--- src/rtl/csel_pkg.sv ---
package csel_pkg;
  localparam int QL_W   = 4;
  localparam int PRIO_W = 4;
  localparam int KEY_W  = 1 + QL_W + PRIO_W;

  typedef enum logic [1:0] {
    ST_FREERUN  = 2'd0,
    ST_LOCKED   = 2'd1,
    ST_HOLDOVER = 2'd2
  } csel_state_e;
endpackage

--- src/rtl/csel_qual.sv ---
// Builds a per-source ranking key: {available, effective QL, inverted priority}.
// A larger key is a better candidate.
module csel_qual #(
  parameter int N      = 4,
  parameter int QL_W   = 4,
  parameter int PRIO_W = 4,
  localparam int KW    = 1 + QL_W + PRIO_W
) (
  input  logic [N-1:0]        avail,
  input  logic [N*QL_W-1:0]   rx_ql,
  input  logic [N-1:0]        ssm_en,
  input  logic [N*QL_W-1:0]   ovr_ql,
  input  logic [N*PRIO_W-1:0] prio,
  output logic [N*KW-1:0]     keys
);
  for (genvar i = 0; i < N; i++) begin : g_src
    logic [QL_W-1:0] eff_ql;
    assign eff_ql = ssm_en[i] ? rx_ql[i*QL_W +: QL_W] : ovr_ql[i*QL_W +: QL_W];
    assign keys[i*KW +: KW] = {avail[i], eff_ql, ~prio[i*PRIO_W +: PRIO_W]};
  end
endmodule

--- src/rtl/csel_rank.sv ---
// Picks the index of the largest key; strict comparison keeps the lower index on ties.
module csel_rank #(
  parameter int N  = 4,
  parameter int KW = 9,
  localparam int IW = (N > 1) ? $clog2(N) : 1
) (
  input  logic [N*KW-1:0] keys,
  output logic [IW-1:0]   best_idx,
  output logic            any_avail
);
  logic [KW-1:0] best_key;

  always_comb begin
    best_key = keys[KW-1:0];
    best_idx = '0;
    for (int i = 1; i < N; i++) begin
      if (keys[i*KW +: KW] > best_key) begin
        best_key = keys[i*KW +: KW];
        best_idx = IW'(i);
      end
    end
    any_avail = best_key[KW-1];
  end
endmodule

--- src/rtl/csel_ctrl.sv ---
// Mode handling and the registered outputs.
module csel_ctrl
  import csel_pkg::*;
#(
  parameter int N = 4,
  localparam int IW = (N > 1) ? $clog2(N) : 1
) (
  input  logic          clk,
  input  logic          rst_n,
  input  logic          auto_mode,
  input  logic [IW-1:0] manual_src,
  input  logic [N-1:0]  src_avail,
  input  logic [IW-1:0] best_idx,
  input  logic          any_avail,
  output logic [IW-1:0] sel_src,
  output csel_state_e   sel_state,
  output logic [N-1:0]  mux_sel
);
  csel_state_e   state_d;
  logic [IW-1:0] sel_d;
  logic          have_ref;
  logic [IW-1:0] cand;

  always_comb begin
    cand     = auto_mode ? best_idx : manual_src;
    have_ref = auto_mode ? any_avail : src_avail[manual_src];
    sel_d    = sel_src;
    if (have_ref) begin
      state_d = ST_LOCKED;
      sel_d   = cand;
    end else if (sel_state == ST_FREERUN) begin
      state_d = ST_FREERUN;
    end else begin
      state_d = ST_HOLDOVER;
    end
  end

  always_ff @(posedge clk or negedge rst_n) begin
    if (!rst_n) begin
      sel_state <= ST_FREERUN;
      sel_src   <= '0;
      mux_sel   <= '0;
    end else begin
      sel_state <= state_d;
      sel_src   <= sel_d;
      mux_sel   <= (state_d == ST_LOCKED) ? (N'(1) << sel_d) : '0;
    end
  end
endmodule

--- src/rtl/clk_ref_selector.sv ---
module clk_ref_selector
  import csel_pkg::*;
#(
  parameter int N = 4,
  localparam int IW = (N > 1) ? $clog2(N) : 1
) (
  input  logic                clk,
  input  logic                rst_n,
  input  logic                auto_mode,
  input  logic [IW-1:0]       manual_src,
  input  logic [N-1:0]        src_avail,
  input  logic [N*QL_W-1:0]   src_rx_ql,
  input  logic [N-1:0]        src_ssm_en,
  input  logic [N*QL_W-1:0]   src_ovr_ql,
  input  logic [N*PRIO_W-1:0] src_prio,
  output logic [IW-1:0]       sel_src,
  output logic [1:0]          sel_state,
  output logic [N-1:0]        mux_sel
);
  logic [N*KEY_W-1:0] keys;
  logic [IW-1:0]      best_idx;
  logic               any_avail;
  csel_state_e        st;

  csel_qual #(.N(N), .QL_W(QL_W), .PRIO_W(PRIO_W)) u_qual (
    .avail (src_avail),
    .rx_ql (src_rx_ql),
    .ssm_en(src_ssm_en),
    .ovr_ql(src_ovr_ql),
    .prio  (src_prio),
    .keys  (keys)
  );

  csel_rank #(.N(N), .KW(KEY_W)) u_rank (
    .keys     (keys),
    .best_idx (best_idx),
    .any_avail(any_avail)
  );

  csel_ctrl #(.N(N)) u_ctrl (
    .clk       (clk),
    .rst_n     (rst_n),
    .auto_mode (auto_mode),
    .manual_src(manual_src),
    .src_avail (src_avail),
    .best_idx  (best_idx),
    .any_avail (any_avail),
    .sel_src   (sel_src),
    .sel_state (st),
    .mux_sel   (mux_sel)
  );

  assign sel_state = st;
endmodule

--- config.mk ---
export PLATFORM = sky130hd
export DESIGN_NAME = clk_ref_selector
export DESIGN_NICKNAME = d
export VERILOG_FILES = /design/src/rtl/csel_pkg.sv /design/src/rtl/csel_qual.sv /design/src/rtl/csel_rank.sv /design/src/rtl/csel_ctrl.sv /design/src/rtl/clk_ref_selector.sv
export SDC_FILE = /design/constraint.sdc
export NUM_CORES = 1
export LEC_CHECK = 0
export BUFFER_PORTS_ARGS = -buffer_cell sky130_fd_sc_hd__buf_2
export CAP_MARGIN = 25
export CORE_UTILIZATION = 40
export CTS_CLUSTER_DIAMETER = 120
export DETAILED_ROUTE_END_ITERATION = 6
export MAX_ROUTING_LAYER = met4
export PLACE_DENSITY = 0.69
export SLEW_MARGIN = 0
export SYNTH_ARGS = -nofsm -noshare
export SYNTH_HDL_FRONTEND = slang
export SYNTH_HIERARCHICAL = 1
export SYNTH_SLANG_ARGS = --single-unit
--- constraint.sdc ---
create_clock -name clk -period 1.2 [get_ports clk]
set_clock_uncertainty 0.1 [all_clocks]
set_input_delay 0.24 -clock clk [delete_from_list [all_inputs] [get_ports clk]]
set_output_delay 0.24 -clock clk [all_outputs]
set_load 0.02 [all_outputs]
==> flow_metrics.env <==
export IMPL_ios=69
export IMPL_grt_pass1_vias=1793
export IMPL_cap_violations=0
export IMPL_fin_crit_sh_pct=460.0
export IMPL_reg2reg_setup_slack_ns=0.17
export IMPL_grt_pass1_wl_um=7721
export IMPL_rsz0062_at_grt="yes"
export IMPL_cp_slowest_stage_delay_ns=0.41
export IMPL_drive_above_1_share_pct=60.44
export IMPL_status="finished with violations"
export IMPL_synth_area_leaders="ha_1, mux2_2, dfrtp_1"
export IMPL_setup_viol=8
export IMPL_h_tree_depth=1
export IMPL_worst_slew_pin_transition_ns=0.3509
export IMPL_yosysWarnings=6
export IMPL_clock_path_buffers=2
export IMPL_power_density_nw_per_um2=1002
export IMPL_drt_initial_drc_count=109
export IMPL_async_flop_share_pct=100.0
export IMPL_fin_ws_ns=-4.319
export IMPL_failed_checks="setup timing"
export IMPL_rows=22
export IMPL_areaGrowthSynthToFinish_pct=65.59
export IMPL_clk_pin_slew_worst_paths_ns=0.04
export IMPL_die_area_um2=4332
export IMPL_final_area_um2=2698
export IMPL_final_core_util_pct=71.53
export IMPL_die_height_um=65.82
export IMPL_hold_class="in -> async"
export IMPL_routedWlPerCell_um=13.26
export IMPL_ys_flop_type="dfrtp_1"
export IMPL_clockRootBuffer="clkbuf_8"
export IMPL_grt_use_total_pct=23.33
export IMPL_hpwl_um=3561
export IMPL_ir_drop_mv=1.198
export IMPL_io_buffers=68
export IMPL_yosysUniqueCellTypes=44
export IMPL_routabilityCongestion=0.8609
export IMPL_dpl_cell_area_um2=2416
export IMPL_finalHoldViolCount=0
export IMPL_drtAntennaViolNets=0
export IMPL_syn_area_um2=1629
export IMPL_worstSetupPathType="in -> reg"
export IMPL_cts_sinks=8
export IMPL_nNetsFinal=406
export IMPL_viasPerCell=4.975
export IMPL_slew_headroom_pct=75.94
export IMPL_die_w_um=65.82
export IMPL_synth_nets=274
export IMPL_place_inst=343
export IMPL_grt_overflow=0
export IMPL_synthCells=186
export IMPL_critPathRequiredTime_ns=1.21
export IMPL_synth_top_area_share_pct=20.74
export IMPL_clk_latency_ns=0.23
export IMPL_vias=1811
export IMPL_crit_arrival_ns=5.53
export IMPL_cp_max_fo=6
export IMPL_coreArea_um2=3771
export IMPL_crit_path_top_delay_cell="mux2_2"
export IMPL_stdcell_count=364
export IMPL_yosysSeqAreaShare_pct=12.29
export IMPL_syn_area_per_cell_um2=8.758
export IMPL_cts_tree="done"
export IMPL_dr_pass1_iters=4
export IMPL_min_period_ns=5.519
export IMPL_synth_enable_flop_cells=0
export IMPL_place_ws_ns=-4.655
export IMPL_power_leakage_uw=0.001518
export IMPL_cts_buffers=3
export IMPL_wirelength_um=4827
export IMPL_start_kind="input pin"
export IMPL_yosys_area_top_type="ha_1"
export IMPL_antenna_found_initial=0
export IMPL_start_util_pct=43.20
export IMPL_endpoint_kind="flip-flop"
export IMPL_drc=0
export IMPL_diodes=0
export IMPL_slew_violations=0
export IMPL_fmax_mhz=181.2
export IMPL_synth_seq_cells=8
export IMPL_grt_max_degree=9
-- cell usage after synthesis, types with 2 or more instances --
master and instances:
a21o_1 5, a21oi_1 5, a221o_1 2, a32oi_1 2
and3_2 2, and4_1 2, buf_4 4, dfrtp_1 8
ha_1 27, inv_1 38, mux2_2 24, mux2i_1 13
nand2_1 8, nand3_1 6, nand4_1 2, nor2_1 6
nor2b_1 2, nor3_1 2, o21a_1 2, o31ai_1 2
-- path summary, 6_finish.rpt --
kind / startpoint / endpoint / cells past startpoint
worst max-delay path: src_ssm_en[0] / u_ctrl/sel_src[0] / 26
worst min-delay path: rst_n / u_ctrl/sel_src[0] / 2
worst max register to register: u_ctrl/sel_src[1] / u_ctrl/sel_src[1] / 2
worst min register to register: u_ctrl/sel_state[0] / u_ctrl/sel_state[1] / 2
max in group asynchronous: rst_n / u_ctrl/sel_state[0] / 2
min in group clk: auto_mode / u_ctrl/sel_src[1] / 3
-- sequential cells by signal (all words and copies together), names as in the netlist --
signal,cells
u_ctrl/mux_sel,4
u_ctrl/sel_src,2
u_ctrl/sel_state,2
-- layer usage --
layer / global-route usage [%] / routed length [um]
met1: 26.05 / 1914
met2: 43.62 / 2713
met3: 1.724 / 154
met4: 7.065 / 46
met5: - / 0
-- logic make-up (layout without fill, tap and decap cells) --
kind of cell / after synthesis / in the layout / synth area share [%]
buffers and inverters: 44 / 174 / 11.14
muxes: 38 / 38 / 25.50
and+or+nand+nor: 35 / 35 / 11.37
AOI/OAI and AO/OA: 34 / 34 / 18.97
adders and majority gates: 27 / 27 / 20.74
DFF: 8 / 8 / 12.29
-- final cells by class --
class	instances	area, um2
fillers	293	1074
repair buffers	133	850.8
flip-flops and latches	8	200.2
well taps	48	60.06
clock buffers	3	41.29
inverters	38	142.6
multi-input cells	134	1403
-- worst max-delay path, delay by kind of cell --
| kind | cells | cell delay [ns] |
|---|---|---|
| compound gates | 10 | 1.87 |
| mux | 5 | 1.31 |
| simple gates | 5 | 0.94 |
| fa+ha+maj | 3 | 0.85 |
| buf+inv | 3 | 0.31 |
-- layout by cell type (no fill, tap or decap), types with 3 or more instances in the layout --
cell type / n
mux2_2: 20
buf_2: 66
ha_4: 4
clkbuf_8: 3
inv_1: 37
mux2i_2: 3
ha_1: 23
mux2i_1: 10
a21o_1: 5
nand3_1: 5
nand2_1: 7
mux2_4: 5
dfrtp_1: 8
buf_4: 63
nor2_1: 5
a21oi_2: 3
-- repair_timing --
item / CTS / global route
hold buffers: 1 / 0
resized for setup: 15 / 9
pin swaps: 11 / 2
setup buffers: 12 / 5
endpoints found under the hold margin: 8 / 0
endpoints found under the setup margin: 8 / 8
-- power breakdown --
| group | switching, uW | internal, uW |
|---|---|---|
| clock network | 102 | 217 |
| logic | 907 | 1100 |
| registers | 37.7 | 336 |
| total | 1050 | 1660 |
-- metrics by stage --
step | setup TNS [ns] | hold slack [ns] | total power, uW
finish | -33.82 | 0.2771 | 2703
global route | -35.54 | 0.3047 | 2908
CTS | -32.36 | 0.2682 | 2567
detailed placement | -36.41 | -0.01119 | 2054
global placement | -35.74 | -0.01472 | 2022
floorplan | -31.77 | -0.1556 | 1452
(Power assumes the default switching activity.)
